## src/rtl/lsu_lane_pkg.sv

```systemverilog
package lsu_lane_pkg;
  typedef enum logic [1:0] {
    SZ_BYTE = 2'd0,
    SZ_HALF = 2'd1,
    SZ_WORD = 2'd2,
    SZ_WIDE = 2'd3
  } lsu_size_e;

  typedef enum logic [1:0] {
    EXC_NONE    = 2'd0,
    EXC_ILLEGAL = 2'd1,
    EXC_ALIGN   = 2'd2
  } lsu_exc_e;
endpackage

```

## src/rtl/lsu_req_decode.sv

```systemverilog
module lsu_req_decode
  import lsu_lane_pkg::*;
#(
  parameter int ADDR_W  = 32,
  parameter int INSTR_W = 32,
  parameter int LANE_W  = 2,
  parameter int RD_W    = 5,
  parameter int RD_LSB  = 21,
  parameter int REV_BIT = 9
) (
  input  logic [1:0]         op_size,
  input  logic               imm_form,
  input  logic [INSTR_W-1:0] instr,
  input  logic [ADDR_W-1:0]  addr,
  input  logic               cfg_exc_en,
  input  logic               cfg_ill_trap,
  input  logic               cfg_align_trap,
  output lsu_size_e          eff_size,
  output logic               rev,
  output logic [ADDR_W-1:0]  fin_addr,
  output logic [LANE_W-1:0]  lane_off,
  output logic               illegal,
  output logic               misalign,
  output logic [RD_W-1:0]    rd,
  output logic [2:0]         size_m1
);
  lsu_size_e raw_size;

  always_comb begin
    raw_size = lsu_size_e'(op_size);
    rev      = ~imm_form & instr[REV_BIT];
    illegal  = (raw_size == SZ_WIDE) & cfg_exc_en & cfg_ill_trap;
    eff_size = (raw_size == SZ_WIDE) ? SZ_WORD : raw_size;
    rd       = instr[RD_LSB +: RD_W];
    case (raw_size)
      SZ_BYTE: size_m1 = 3'd0;
      SZ_HALF: size_m1 = 3'd1;
      SZ_WORD: size_m1 = 3'd3;
      default: size_m1 = 3'd7;
    endcase
  end

  // Mirror the sub-word position inside the bus word for reversed accesses.
  always_comb begin
    fin_addr = addr;
    if (rev) begin
      case (eff_size)
        SZ_BYTE: fin_addr[LANE_W-1:0] = ~addr[LANE_W-1:0];
        SZ_HALF: fin_addr[LANE_W-1:1] = ~addr[LANE_W-1:1];
        default: fin_addr = addr;
      endcase
    end
  end

  always_comb begin
    case (eff_size)
      SZ_BYTE: begin
        lane_off = fin_addr[LANE_W-1:0];
        misalign = 1'b0;
      end
      SZ_HALF: begin
        lane_off = {fin_addr[LANE_W-1:1], 1'b0};
        misalign = cfg_align_trap & fin_addr[0];
      end
      default: begin
        lane_off = '0;
        misalign = cfg_align_trap & (|fin_addr[LANE_W-1:0]);
      end
    endcase
    if (illegal) misalign = 1'b0;
  end
endmodule

```

## src/rtl/lsu_lane_swap.sv

```systemverilog
module lsu_lane_swap
  import lsu_lane_pkg::*;
#(
  parameter int DATA_W = 32
) (
  input  logic [DATA_W-1:0] din,
  input  lsu_size_e         size,
  input  logic              rev,
  output logic [DATA_W-1:0] dout
);
  localparam int BYTES = DATA_W / 8;

  logic [DATA_W-1:0] word_sw;
  logic [15:0]       half_sw;

  for (genvar g = 0; g < BYTES; g++) begin : g_rev
    assign word_sw[8*g +: 8] = din[DATA_W-8-8*g +: 8];
  end

  assign half_sw = {din[7:0], din[15:8]};

  always_comb begin
    dout = din;
    if (rev) begin
      case (size)
        SZ_HALF: dout = {{(DATA_W-16){1'b0}}, half_sw};
        SZ_WORD: dout = word_sw;
        default: dout = din;
      endcase
    end
  end
endmodule

```

## src/rtl/lsu_store_pack.sv

```systemverilog
module lsu_store_pack
  import lsu_lane_pkg::*;
#(
  parameter int DATA_W = 32,
  localparam int BYTES  = DATA_W / 8,
  localparam int LANE_W = $clog2(BYTES)
) (
  input  lsu_size_e         size,
  input  logic [LANE_W-1:0] lane_off,
  input  logic [DATA_W-1:0] data,
  output logic [BYTES-1:0]  be,
  output logic [DATA_W-1:0] lanes
);
  logic [LANE_W:0]   nbytes;
  logic [LANE_W:0]   lane_sh;
  logic [DATA_W-1:0] mask;
  logic [BYTES-1:0]  be_base;

  always_comb begin
    case (size)
      SZ_BYTE: begin nbytes = (LANE_W+1)'(1); mask = DATA_W'(8'hFF);   end
      SZ_HALF: begin nbytes = (LANE_W+1)'(2); mask = DATA_W'(16'hFFFF); end
      default: begin nbytes = (LANE_W+1)'(BYTES); mask = '1;           end
    endcase
    lane_sh = (LANE_W+1)'(BYTES) - nbytes - {1'b0, lane_off};
    for (int i = 0; i < BYTES; i++) begin
      be_base[i] = ((LANE_W+1)'(i) < nbytes);
    end
    be    = be_base << lane_sh;
    lanes = (data & mask) << {lane_sh, 3'b000};
  end
endmodule

```

## src/rtl/lsu_load_unpack.sv

```systemverilog
module lsu_load_unpack
  import lsu_lane_pkg::*;
#(
  parameter int DATA_W = 32,
  localparam int BYTES  = DATA_W / 8,
  localparam int LANE_W = $clog2(BYTES)
) (
  input  lsu_size_e         size,
  input  logic [LANE_W-1:0] lane_off,
  input  logic [DATA_W-1:0] rdata,
  output logic [DATA_W-1:0] field
);
  logic [LANE_W:0]   nbytes;
  logic [LANE_W:0]   lane_sh;
  logic [DATA_W-1:0] mask;

  always_comb begin
    case (size)
      SZ_BYTE: begin nbytes = (LANE_W+1)'(1); mask = DATA_W'(8'hFF);   end
      SZ_HALF: begin nbytes = (LANE_W+1)'(2); mask = DATA_W'(16'hFFFF); end
      default: begin nbytes = (LANE_W+1)'(BYTES); mask = '1;           end
    endcase
    lane_sh = (LANE_W+1)'(BYTES) - nbytes - {1'b0, lane_off};
    field   = (rdata >> {lane_sh, 3'b000}) & mask;
  end
endmodule

```

## src/rtl/lsu_lane_rev.sv

```systemverilog
module lsu_lane_rev
  import lsu_lane_pkg::*;
#(
  parameter int DATA_W  = 32,
  parameter int ADDR_W  = 32,
  parameter int INSTR_W = 32,
  parameter int RD_W    = 5,
  parameter int RD_LSB  = 21,
  parameter int REV_BIT = 9,
  localparam int BYTES  = DATA_W / 8,
  localparam int LANE_W = $clog2(BYTES)
) (
  input  logic               clk,
  input  logic               rst_n,
  input  logic               req_valid,
  input  logic               req_store,
  input  logic [1:0]         req_size,
  input  logic               req_imm_form,
  input  logic [INSTR_W-1:0] req_instr,
  input  logic [ADDR_W-1:0]  req_addr,
  input  logic [DATA_W-1:0]  req_wdata,
  input  logic               cfg_exc_en,
  input  logic               cfg_ill_trap,
  input  logic               cfg_align_trap,
  output logic               bus_req,
  output logic               bus_we,
  output logic [ADDR_W-1:0]  bus_addr,
  output logic [BYTES-1:0]   bus_be,
  output logic [DATA_W-1:0]  bus_wdata,
  input  logic               bus_rvalid,
  input  logic [DATA_W-1:0]  bus_rdata,
  output logic               ld_valid,
  output logic               ld_wen,
  output logic [RD_W-1:0]    ld_rd,
  output logic [DATA_W-1:0]  ld_data,
  output logic               exc_valid,
  output logic [1:0]         exc_code,
  output logic [RD_W-1:0]    exc_rd,
  output logic               exc_store,
  output logic [2:0]         exc_size_m1
);
  // Request decode
  lsu_size_e         dec_size;
  logic              dec_rev;
  logic [ADDR_W-1:0] dec_addr;
  logic [LANE_W-1:0] dec_off;
  logic              dec_ill;
  logic              dec_mis;
  logic [RD_W-1:0]   dec_rd;
  logic [2:0]        dec_szm1;

  lsu_req_decode #(
    .ADDR_W(ADDR_W), .INSTR_W(INSTR_W), .LANE_W(LANE_W),
    .RD_W(RD_W), .RD_LSB(RD_LSB), .REV_BIT(REV_BIT)
  ) u_decode (
    .op_size(req_size), .imm_form(req_imm_form), .instr(req_instr),
    .addr(req_addr), .cfg_exc_en(cfg_exc_en), .cfg_ill_trap(cfg_ill_trap),
    .cfg_align_trap(cfg_align_trap), .eff_size(dec_size), .rev(dec_rev),
    .fin_addr(dec_addr), .lane_off(dec_off), .illegal(dec_ill),
    .misalign(dec_mis), .rd(dec_rd), .size_m1(dec_szm1)
  );

  // Store path: swap, then place into lanes
  logic [DATA_W-1:0] st_swapped;
  logic [DATA_W-1:0] st_lanes;
  logic [BYTES-1:0]  st_be;

  lsu_lane_swap #(.DATA_W(DATA_W)) u_st_swap (
    .din(req_wdata), .size(dec_size), .rev(dec_rev), .dout(st_swapped)
  );

  lsu_store_pack #(.DATA_W(DATA_W)) u_pack (
    .size(dec_size), .lane_off(dec_off), .data(st_swapped),
    .be(st_be), .lanes(st_lanes)
  );

  // Pending load context
  logic              pend_q, pend_d;
  lsu_size_e         pend_size_q;
  logic [LANE_W-1:0] pend_off_q;
  logic              pend_rev_q;
  logic [RD_W-1:0]   pend_rd_q;

  // Load path: extract lanes, then swap
  logic [DATA_W-1:0] ld_field;
  logic [DATA_W-1:0] ld_swapped;

  lsu_load_unpack #(.DATA_W(DATA_W)) u_unpack (
    .size(pend_size_q), .lane_off(pend_off_q), .rdata(bus_rdata), .field(ld_field)
  );

  lsu_lane_swap #(.DATA_W(DATA_W)) u_ld_swap (
    .din(ld_field), .size(pend_size_q), .rev(pend_rev_q), .dout(ld_swapped)
  );

  // Next-state logic
  logic issue;
  logic fault;
  logic ld_fire;
  logic bus_req_d;
  logic exc_valid_d;
  logic ld_valid_d;
  logic ld_hit_rd;
  lsu_exc_e exc_code_d;

  always_comb begin
    fault       = dec_ill | dec_mis;
    issue       = req_valid & ~fault;
    bus_req_d   = issue;
    exc_valid_d = req_valid & fault;
    exc_code_d  = dec_ill ? EXC_ILLEGAL : EXC_ALIGN;
    ld_fire     = bus_rvalid & pend_q;
    ld_valid_d  = ld_fire;
    ld_hit_rd   = (pend_rd_q != '0);
    pend_d      = pend_q;
    if (ld_fire) pend_d = 1'b0;
    if (issue & ~req_store) pend_d = 1'b1;
  end

  // Control registers
  always_ff @(posedge clk or negedge rst_n) begin
    if (!rst_n) begin
      bus_req   <= 1'b0;
      exc_valid <= 1'b0;
      ld_valid  <= 1'b0;
      pend_q    <= 1'b0;
    end else begin
      bus_req   <= bus_req_d;
      exc_valid <= exc_valid_d;
      ld_valid  <= ld_valid_d;
      pend_q    <= pend_d;
    end
  end

  // Request data registers, enabled by the request strobe
  always_ff @(posedge clk) begin
    if (req_valid) begin
      bus_we      <= req_store;
      bus_addr    <= dec_addr;
      bus_be      <= st_be;
      bus_wdata   <= req_store ? st_lanes : '0;
      exc_code    <= exc_code_d;
      exc_rd      <= dec_rd;
      exc_store   <= req_store;
      exc_size_m1 <= dec_szm1;
    end
  end

  // Load context, enabled when a read is issued
  always_ff @(posedge clk) begin
    if (issue & ~req_store) begin
      pend_size_q <= dec_size;
      pend_off_q  <= dec_off;
      pend_rev_q  <= dec_rev;
      pend_rd_q   <= dec_rd;
    end
  end

  // Load result, enabled by the response
  always_ff @(posedge clk or negedge rst_n) begin
    if (!rst_n) begin
      ld_wen <= 1'b0;
    end else begin
      ld_wen <= ld_fire & ld_hit_rd;
    end
  end

  always_ff @(posedge clk) begin
    if (ld_fire) begin
      ld_rd   <= pend_rd_q;
      ld_data <= ld_hit_rd ? ld_swapped : '0;
    end
  end
endmodule

```

## config.mk

```make
export PLATFORM = sky130hd
export DESIGN_NAME = lsu_lane_rev
export DESIGN_NICKNAME = d
export VERILOG_FILES = /design/src/rtl/lsu_lane_pkg.sv /design/src/rtl/lsu_req_decode.sv /design/src/rtl/lsu_lane_swap.sv /design/src/rtl/lsu_store_pack.sv /design/src/rtl/lsu_load_unpack.sv /design/src/rtl/lsu_lane_rev.sv
export SDC_FILE = /design/constraint.sdc
export NUM_CORES = 1
export LEC_CHECK = 0
export ABC_AREA = 1
export BUFFER_PORTS_ARGS = -buffer_cell sky130_fd_sc_hd__buf_2
export CAP_MARGIN = 5
export CORE_UTILIZATION = 52
export CTS_CLUSTER_DIAMETER = 60
export DETAILED_ROUTE_END_ITERATION = 7
export MAX_ROUTING_LAYER = met4
export PLACE_DENSITY = 0.84
export SYNTH_ARGS = -nofsm -noshare
export SYNTH_HDL_FRONTEND = slang
export SYNTH_HIERARCHICAL = 1
export SYNTH_SLANG_ARGS = --single-unit
```

## constraint.sdc

```tcl
create_clock -name clk -period 2.71 [get_ports clk]
set_input_delay 0.542 -clock clk [delete_from_list [all_inputs] [get_ports clk]]
set_output_delay 0.542 -clock clk [all_outputs]
set_load 0.01 [all_outputs]
```

### Word level (Yosys, flattened, before mapping)

Index checks and enable logic that the tools add are counted.
Widths: inputs -> output; s select.

* bits of input ports: 139
* word-level logic and storage cells: 79
* register bits after elaboration: 131
* output and inout port bits: 121

* reduce and logical (&&, ||, !) cells: 6
* mux-type cells: 19
* $add $sub $neg: 4
* bitwise gates (word level): 18
* shift-type cells: 3
* order comparisons: 4
* equal/unequal tests: 7

Operators by type and width (number)
* $pmux 32 s2: 4
* $and 32x32->32: 2
* $mux 32: 2
* $shl 32x6->32: 1
* $shr 32x6->32: 1
* $pmux 3 s2: 2
* $and 1x1->1: 10
* $pmux 3 s3: 1
* $eq 2x2->1 const B: 4
* $eq 2x1->1 const B: 3
* $logic_not 2->1: 3
* $lt 1x3->1 const A: 2
* $lt 2x3->1 const A: 2
* $mux 2: 3
* $sub 3x2->3: 2
* $sub 3x3->3 const A: 2
* $reduce_bool 5->1: 1
* $mux 1: 4
* $not 1->1: 4
* $pmux 1 s2: 2
* $pmux 2 s2: 1
* $shl 4x3->4: 1
* $not 2->2: 1
* $reduce_bool 2->1: 1
* 2 further kinds: 2

### Depth between registers and ports, before layout

Gate-level depths: netlist of run 1.

* depth after elaboration: 14
* gate-level depth with buffers: 18
* mapped depth without buffers: 16

### Modules after synthesis

The synthesis of run 1 kept the hierarchy.

By module, submodules not included
* lsu_lane_rev: cells an instance 284, area an instance 4539.4 um^2, times used 1, sequential area each 3908.7 um^2
* lsu_lane_swap: cells an instance 163, area an instance 744.5 um^2, times used 2, sequential area each 0.0 um^2
* lsu_store_pack: cells an instance 227, area an instance 1006.0 um^2, times used 1, sequential area each 0.0 um^2
* lsu_load_unpack: cells an instance 191, area an instance 970.9 um^2, times used 1, sequential area each 0.0 um^2
* lsu_req_decode: cells an instance 64, area an instance 420.4 um^2, times used 1, sequential area each 0.0 um^2

### Worst setup path after synthesis of run 1

OpenSTA, ideal clock, no wires.

* path kind: input port to flip-flop
* start point: input req_size[0]
* end point: register bus_wdata[16], data pin
* stages: 15
* setup slack: 0.131 ns
* buffers on the path: 3
* setup time: 0.249 ns
* data required time: 2.461 ns
* arrival: 2.330 ns
* cell sequence: inv_1 nor2_1 inv_1 nand2_2 buf_6 ha_1 ha_1 buf_4 inv_2 buf_2 o21ai_0 nor2_1 nor2_1 nand2_1 inv_1

* word-level cells in the longest chain between the ends: 8
* elaborated cells between the ends (all ways): 17
* classes of those cells: add/sub: 2; eq/ne: 3; shift: 1; mux: 9; bitwise: 1; reduce/logical: 1

Ends and longest elaborated chain
* from (decl): line lsu_lane_rev.sv:17 `input logic [1:0] req_size,`
* $eq 2x2->1: line lsu_req_decode.sv:33 `eff_size = (raw_size == SZ_WIDE) ? SZ_WORD : raw_size;`
* $mux 2 (*): line lsu_req_decode.sv:33
* named net dec_size[0]: line lsu_lane_rev.sv:43 `lsu_size_e dec_size;`
* parallel branches: the longest is 5 deep, another holds $sub 3x3->3
* $shl 32x6->32 (*): line lsu_store_pack.sv:30 `lanes = (data & mask) << {lane_sh, 3'b000};`
* named net st_lanes[16]: line lsu_lane_rev.sv:65 `logic [DATA_W-1:0] st_lanes;`
* to (signal assigned): line lsu_lane_rev.sv:141 `bus_wdata <= req_store ? st_lanes : '0;`
* to (decl): line lsu_lane_rev.sv:29 `output logic [DATA_W-1:0] bus_wdata,`

Mark *: on every way through the listed nets, which the timed path passes.
A chain may end at the register's enable or synchronous reset.

### Final worst setup path of run 1

* start point: register pend_size_q[1]
* end point: register ld_data[15], data pin

* word-level cells in the longest chain between the ends: 8
* elaborated cells between the ends (all ways): 11
* classes of those cells: add/sub: 2; eq/ne: 2; shift: 1; mux: 4; bitwise: 1; reduce/logical: 1

Ends and longest elaborated chain
* from (decl): line lsu_lane_rev.sv:79 `lsu_size_e pend_size_q;`
* from (signal assigned): line lsu_lane_rev.sv:152 `pend_size_q <= dec_size;`
* $eq 2x1->1 or $logic_not 2->1 (tied branches): line lsu_load_unpack.sv:18 `case (size)`
* $pmux 3 s2 (*): line lsu_load_unpack.sv:18
* $sub 3x3->3 (*): line lsu_load_unpack.sv:23 `lane_sh = (LANE_W+1)'(BYTES) - nbytes - {1'b0, lane_off};`
* $sub 3x2->3 (*): line lsu_load_unpack.sv:23
* $shr 32x6->32 (*): line lsu_load_unpack.sv:24 `field = (rdata >> {lane_sh, 3'b000}) & mask;`
* $and 32x32->32 (*): line lsu_load_unpack.sv:24
* named net ld_field[7]: line lsu_lane_rev.sv:85 `logic [DATA_W-1:0] ld_field;`
* $pmux 32 s2 (*): line lsu_lane_swap.sv:25 `case (size)`
* $mux 32 (*): line lsu_lane_swap.sv:24 `if (rev) begin`
* named net ld_swapped[15]: line lsu_lane_rev.sv:86 `logic [DATA_W-1:0] ld_swapped;`
* to (signal assigned): line lsu_lane_rev.sv:171 `ld_data <= ld_hit_rd ? ld_swapped : '0;`
* to (decl): line lsu_lane_rev.sv:35 `output logic [DATA_W-1:0] ld_data,`

The timed path passes the listed nets; every way through them passes the cells marked *.

==> results of run 1 <==
## synth_stat cells
library cell / n
a21o_1: 1
a21oi_1: 3
a21oi_2: 1
buf_12: 1
buf_2: 19
buf_4: 41
buf_6: 27
buf_8: 3
clkbuf_1: 2
clkbuf_2: 3
dfrtp_1: 5
edfxtp_1: 126
ha_1: 9
inv_1: 89
inv_2: 8
inv_4: 1
inv_8: 1
nand2_1: 420
nand2_2: 27
nand2_4: 3
nand3_1: 51
nand3_2: 6
nand3b_2: 1
nand4_1: 1
nor2_1: 191
nor2_2: 2
nor2_4: 3
nor2_8: 1
nor3_1: 1
o21a_1: 1
o21ai_0: 18
o21ai_1: 7
o21ai_2: 16
or2_1: 1
xor2_1: 2
## final cells by class
type | count | area [sq um]
clock buffers | 17 | 425
multi-input cells | 766 | 3340
well taps | 216 | 270
fillers | 1360 | 5780
flip-flops and latches | 131 | 3910
inverters | 99 | 382
repair buffers | 273 | 1550
diodes | 1 | 2.50
clock inverters | 15 | 169
## what timing repair did
| item | 4_1_cts | 5_1_grt |
|---|---|---|
| hold buffers | 1 | 0 |
| setup buffers | 0 | 3 |
| endpoints found under the setup margin | 0 | 15 |
| resized for setup | 0 | 1 |
| hold endpoints to repair | 5 | 0 |
## kinds of logic after synthesis
logic type,share of synthesized area (%)
XOR/XNOR,0.208
buffers and inverters,14.0
AND/OR/NAND/NOR,34.5
AO/OA/AOI/OAI,3.61
flip-flops,46.4
adder cells (fa/ha/maj),1.34
## per-stage QoR
step / total power, W / hold WS (ns)
after floorplan: 0.00358 / 0.246
after global placement: 0.00392 / 0.385
after detailed placement: 0.00396 / 0.391
after CTS: 0.00626 / 0.277
after global routing: 0.00656 / 0.275
final: 0.00623 / 0.302
## state kept, by name (all words and copies together), names as in the netlist, 2 cells and up
name / cells
ld_data: 32
ld_rd: 5
bus_be: 4
pend_rd_q: 5
exc_code: 2
pend_size_q: 2
pend_off_q: 2
bus_wdata: 32
exc_rd: 5
exc_size_m1: 3
bus_addr: 32
## final timing paths
path                                startpoint            to  slack (ns)  depth (start not counted)
worst min register to register    pend_rd_q[4]      ld_rd[4]        0.45                          0
worst max register to register  pend_size_q[1]   ld_data[15]        0.17                         13
min in group asynchronous                rst_n       bus_req        0.52                          2
worst max-delay path            pend_size_q[1]   ld_data[15]        0.17                         13
max in group asynchronous                rst_n      ld_valid        2.01                          2
worst min-delay path              req_addr[14]  bus_addr[14]        0.30                          1
## worst reg2reg max path, cell delays in order (launching register included)
cell and delay, ns:
edfxtp_1 0.47, or2_1 0.28, ha_1 0.20, ha_2 0.42, buf_4 0.24, nand3_1 0.10
nand2_1 0.08, nor2_1 0.08, nand2_1 0.09, nand2_1 0.05, nor2_1 0.10, nor2_1 0.06
nand2_1 0.06, inv_1 0.06
## routing by layer
layer | wire [um] | part of all wire [%] | track usage [%]
met1 | 8520 | 44 | 32.2
met4 | 274 | 1.4 | 8.65
met2 | 9340 | 48 | 38.0
met3 | 1280 | 6.6 | 4.05
met5 | 0 | 0 | -
## power groups by stage
stage / logic (W) / registers (W) / clock network (W)
global placement: 0.00143 / 0.00249 / 0
floorplan: 0.00102 / 0.00256 / 0
global route: 0.00167 / 0.00246 / 0.00242
finish: 0.00149 / 0.00245 / 0.00229
CTS: 0.00147 / 0.00245 / 0.00233
detailed placement: 0.00146 / 0.00249 / 0
==> run metrics, run 1 <==
P_sw roughly 0.0019 W; Die Span X 129 um; top achievable clock speed just under 0.4 GHz; die area approximately 17000 sq um; Seq pwr share approximately two fifths; Req. time, crit path between 2 and 3 ns; placed standard-cell area around 9400 sq um; CTS Buffer Depth 2; slowest stage cell on the critical path edfxtp_1; vias in the first global route about 6400; fin crit share 93.6%; mapped cell area 8430 sq um; final setup vio count 0; Root Driver clkbuf_16; number of routed nets with antenna violations 0; first-pass GRT wire length approximately 31000 um; Mapped Avg Cell Area 7.72 sq um; fin worst setup slack ~0.17 ns; FF+latch count, synth between 100 and 150; CTS tree yes; skew final roughly 0.0062 ns; Port Buf Inserts 233; total negative slack 0 ns; DRC Markers 0; post-layout util 63.5%; DP Wirelength 14400 um; critical path's top delay family simple AND/OR/NAND/NOR gates; CP Launch Type flop; yosys warns 6; IO Count between 200 and 300; Num CTS Buffers 17; Worst EP arrival about 2.7 ns; routed vias approximately 7400; Synth area leaders edfxtp_1 (45%), nand2_1 (19%), nor2_1 (8.5%), inv_1 (4.0%), buf_4 (3.7%); crit-path max cell delay ~0.47 ns; CTS H-tree depth 4; post-synthesis sequential area ratio a little under half; Vias/cell around 4.9; Worst VDD drop around 0.00046 V; syn_nets 1240; 1st-pass router iterations 8; Int Pwr 0.00433 W; Max Cap Violations 0; fin crit period about 2.5 ns; row cnt 46; share of the synthesized area in the top cell type between 40 and 50%; share of layout cells above drive strength 1 between 20 and 30%; largest net degree at the start of global routing 60; GP Congestion 0.909; worst-path cell chain or2_1 -> ha_1 -> ha_2 -> buf_4 -> nand3_1 -> nand2_1 -> nor2_1 -> nand2_1 -> nand2_1 -> nor2_1 -> nor2_1 -> nand2_1 -> inv_1; Slew @ Worst Pin about 0.7 ns; Tot GR Track Use about a quarter; Rel. slew slack a little over half; Die Y 129 um; dominant cell type by area after synthesis edfxtp_1; commonest non-fill, non-tap cell in the layout nand2_1; pwr dens a little over 600 nW/um^2; clock power share between 30% and 40%; switching share of total power between 30% and 40%; Initial Util 53.2%; Placed Instances 1481; Mapped Cells roughly 1100; worst skew pair latency a little over 0.4 ns; commonest non-fill, non-tap cells in the layout nand2_1 (420), buf_2 (232), nor2_1 (191), edfxtp_1 (126), inv_1 (89); Pleak 5.19 nW; Buf+Inv Stages, Crit Path 2; drt initial violations a little over 600; post-route cell area 10000 sq um; final WL roughly 19000 um; clock slew at reported path FFs 0.06 ns; GRT Residual Overflow 0; Distinct cells, synth 35; Layout area overhead 19.2%; Crit Path Max Fanout 16; antenna violations before repair 1; Finished Layout Cells roughly 1500; CORE AREA about 16000 sq um; fin nets 1436; final-report max-slew violation count 0; crit path capture type flop; status finished clean; WS Path Type flop to flop; combinational fraction of design power approximately a quarter; min-delay worst type primary input to flop; pre-CTS setup slack just under 0.02 ns; CP dominant cell by count nand2_1; Fin. Hold Viols 0; drt wl/cell 12.8 um; clock tree sinks 131
No activity file was read; power rests on OpenSTA's default activity.
==> run 2, diff against run 1 <==
--- a/config.mk
+++ b/config.mk
@@ -8,12 +8,11 @@
 export ABC_AREA = 1
 export BUFFER_PORTS_ARGS = -buffer_cell sky130_fd_sc_hd__buf_2
 export CAP_MARGIN = 5
-export CORE_UTILIZATION = 52
+export CORE_UTILIZATION = 51
 export CTS_CLUSTER_DIAMETER = 60
 export DETAILED_ROUTE_END_ITERATION = 7
 export MAX_ROUTING_LAYER = met4
-export PLACE_DENSITY = 0.84
+export PLACE_DENSITY = 0.85
 export SYNTH_ARGS = -nofsm -noshare
 export SYNTH_HDL_FRONTEND = slang
-export SYNTH_HIERARCHICAL = 1
 export SYNTH_SLANG_ARGS = --single-unit
==> run 2 against run 1 <==
  * Via count down 9.5%
  * Sequential power hardly changed
  * Combinational power fell by 19%
  * Total power fell by 3.1%
  * Cell count down 15%
  * Critical endpoint is now bus_wdata[15]
  * Largest cell class unchanged
==> run metrics, run 2 <==
Pleak 4.49 nW (-14%); FF-to-FF End ld_data[14]; syn_nets 1000 (-19%); Overall Power 0.00604 W (-3.1%); DP Wirelength 13500 um (-5.8%); commonest non-fill, non-tap cell in the layout nand2_1; cell with the most instances after synthesis nand2_1; Synth area leaders edfxtp_1 (52%), nand2_1 (16%), nand3_1 (4.6%), a21oi_1 (4.2%), inv_1 (4.2%); Seq pwr share 40.5% (+1.2 points); post-synthesis simple-gate area fraction 28.8% (-5.7 points); Max Cap Violations 0 (unchanged); fin nets 1248 (-13%); final WL 19000 um (-2.1%); Fillers 1123 (-17%); switching share of total power 27.7% (-2.8 points); Root Driver clkbuf_16; Die Y 121 um (-6.3%); Hold Path End bus_addr[20]; antenna violations before repair 0 (-1); Mapped Avg Cell Area 8.54 sq um (+11%); largest net degree at the start of global routing 81 (+35%); CTS H-tree depth 4 (unchanged); first-pass GRT wire length 29700 um (-3.2%); CP Launch Type primary input; top achievable clock speed 0.398 GHz (+0.88%); routed vias 6685 (-9.5%); Crit Path Max Fanout 16 (unchanged); commonest non-fill, non-tap cells in the layout nand2_1 (301), buf_2 (232), edfxtp_1 (126), inv_1 (81), nor2_1 (73); worst hold slack 0.295 ns (-0.00687 ns); post-route cell area 9380 sq um (-6.7%); FF+latch count, synth 131 (unchanged); pre-CTS setup slack -0.190 ns (-0.209 ns); fin worst setup slack 0.196 ns (+0.0221 ns); Req. time, crit path 2.97 ns (+0.10 ns); GRT Residual Overflow 0 (unchanged); Initial Util 52.2% (-1.0 points); CTS Buffer Depth 2 (unchanged); clock slew at reported path FFs 0.06 ns (about the same); CTS tree yes; skew final 0.00672 ns (+0.000519 ns); Post-Synth XOR/XNOR Area 0.121% (-0.087 points); Top FF cell, synth edfxtp_1; main combinational cell family by area after synthesis simple AND/OR/NAND/NOR gates; row cnt 43 (-6.5%); biggest regs bus_addr: 32 flops, bus_wdata: 32 flops, ld_data: 32 flops; Synth Area in Compound Gates 7.39% (+3.8 points); crit path capture type flop; Slew @ Worst Pin 1.18 ns (+0.470 ns); fin crit share 92.8% (-0.82 points); dominant cell type by area after synthesis edfxtp_1; DRC Markers 0 (unchanged); Mapped Cells 848 (-22%); IO Count 260 (unchanged); P_sw 0.00167 W (-12%); number of routed nets with antenna violations 0 (unchanged); final-report max-slew violation count 0 (unchanged); mux share of post-synthesis cell area 0% (unchanged); Port Buf Inserts 233 (unchanged); internal reg-to-reg setup slack 0.24 ns (+0.07 ns); Distinct cells, synth 33 (-5.7%); placed standard-cell area 8750 sq um (-7.1%); vias in the first global route 6071 (-5.2%); post-layout util 67.6% (+4.1 points); number of diodes 0 (-1); drt wl/cell 14.8 um (+15%); clock tree sinks 131 (unchanged); CORE AREA 13900 sq um (-12%); Fin. Hold Viols 0 (unchanged); adder-cell area share of the yosys netlist 2.25% (+0.91 points); WS Path Type primary input to flop; Worst VDD drop 0.000415 V (-11%); hold path startpoint req_addr[20]; Tot GR Track Use 27.3% (+2.9 points); die area 14700 sq um (-12%); Int Pwr 0.00437 W (+0.84%); Layout area overhead 29.4%; final setup vio count 0 (unchanged); Vias/cell 5.19 (+6.6%); pwr dens 644 nW/um^2 (+3.8%); Post-synth EDFFs 126 (unchanged); GP Congestion 0.909 (about the same); share of layout cells above drive strength 1 30.3% (+1.5 points); RSZ-0062 raised after global routing no; Die Span X 121 um (-6.3%); status finished clean; mapped cell area 7240 sq um (-14%); combinational fraction of design power 20.0% (-3.9 points); worst skew pair latency 0.42 ns (about the same); share of the synthesized area in the top cell type 52.2% (+7.3 points); hold depth 1 (unchanged); Num CTS Buffers 17 (unchanged); yosys warns 0 (-6); FF-to-FF Start pend_size_q[0]; Post-synth top cells nand2_1 (301), edfxtp_1 (126), inv_1 (81); min-delay worst type primary input to flop; Reg2Reg Depth 15 (+2); Worst EP arrival 2.77 ns (+0.07 ns); post-synthesis sequential area ratio 54.0% (+7.6 points); fin crit period 2.51 ns (-0.0221 ns); clock power share 39.4% (+2.6 points); Rel. slew slack 21.0% (-32 points); 1st-pass router iterations 6 (-2); drt initial violations 697 (+14%); ys async rst share 3.82% (unchanged)
## run 2: cell count changes in the layout (fill, tap and decap cells not counted), sizes merged, moves of 4 or more
cell,before,now
nand2,450,308
a21oi,4,63
ha,9,13
nor2,197,86
inv,106,86
nand3,57,72
## run 2: final cells by class
class / instances / area, sq um / share of cell area, %
Tap cell: 180 / 225 / 2.40
Clock buffer: 18 / 429 / 4.58
Clock inverter: 14 / 188 / 2.00
Timing Repair Buffer: 270 / 1500 / 16.0
Sequential cell: 131 / 3910 / 41.7
Inverter: 86 / 325 / 3.47
Multi-Input combinational cell: 590 / 2800 / 29.9
## run 2: critical path, stage by stage
cell	delay (ns)
buf_2	0.10
inv_1	0.12
ha_1	0.25
inv_2	0.10
nand2_1	0.10
nand2_1	0.06
nand2_2	0.10
nand2_1	0.07
nor2_1	0.12
o21ai_0	0.10
ha_1	0.38
nor2_1	0.23
nand3_4	0.26
a21oi_1	0.22
## run 2: per-stage QoR
| stage | cells | TNS, ns |
|---|---|---|
| floorplan | 848 | 0 |
| global placement | 1256 | -0.974 |
| detailed placement | 1256 | -4.14 |
| CTS | 1289 | 0 |
| global route | 1289 | 0 |
| finish | 1289 | 0 |
## run 2: timing repair
item,4_1_cts,5_1_grt
gates resized for setup,0,1
hold buffers,1,0
endpoints found under the setup margin,0,6
setup buffers,0,0
endpoints found under the hold margin,5,0
## run 2: logic make-up (layout without fill, tap and decap cells)
kind of cell	Yosys count	in the layout
and+or+nand+nor	474	474
AOI/OAI and AO/OA	102	102
buffers and inverters	127	388
adders and majority gates	13	13
xor gates and xnor gates	1	1
DFF	131	131
## run 2: power groups by stage
stage               Clock (W)  Sequential [W]  Combinational (W)
floorplan                   0         0.00255           0.000648
global placement            0         0.00248            0.00116
detailed placement          0         0.00249            0.00119
CTS                   0.00241         0.00245            0.00120
global route          0.00250         0.00246            0.00133
finish                0.00238         0.00245            0.00121
## run 2: worst max-delay path by stage
stage,from,endpoint,depth (start not counted)
2_1_floorplan,req_size[1],bus_wdata[16],15
3_3_place_gp,req_size[1],bus_wdata[20],16
3_5_place_dp,req_size[1],bus_wdata[19],16
4_1_cts,pend_size_q[0],ld_data[14],13
5_1_grt,req_size[1],bus_wdata[15],14
6_report,req_size[1],bus_wdata[15],14
## run 2: per-layer routing
metal  GRT usage, %  wire (um)  up-vias
li1               -          -     3258
met1           34.6       7770     3025
met2           43.0       9250      359
met3           6.25       1550       43
met4           10.0        440        0
met5              -          0        -
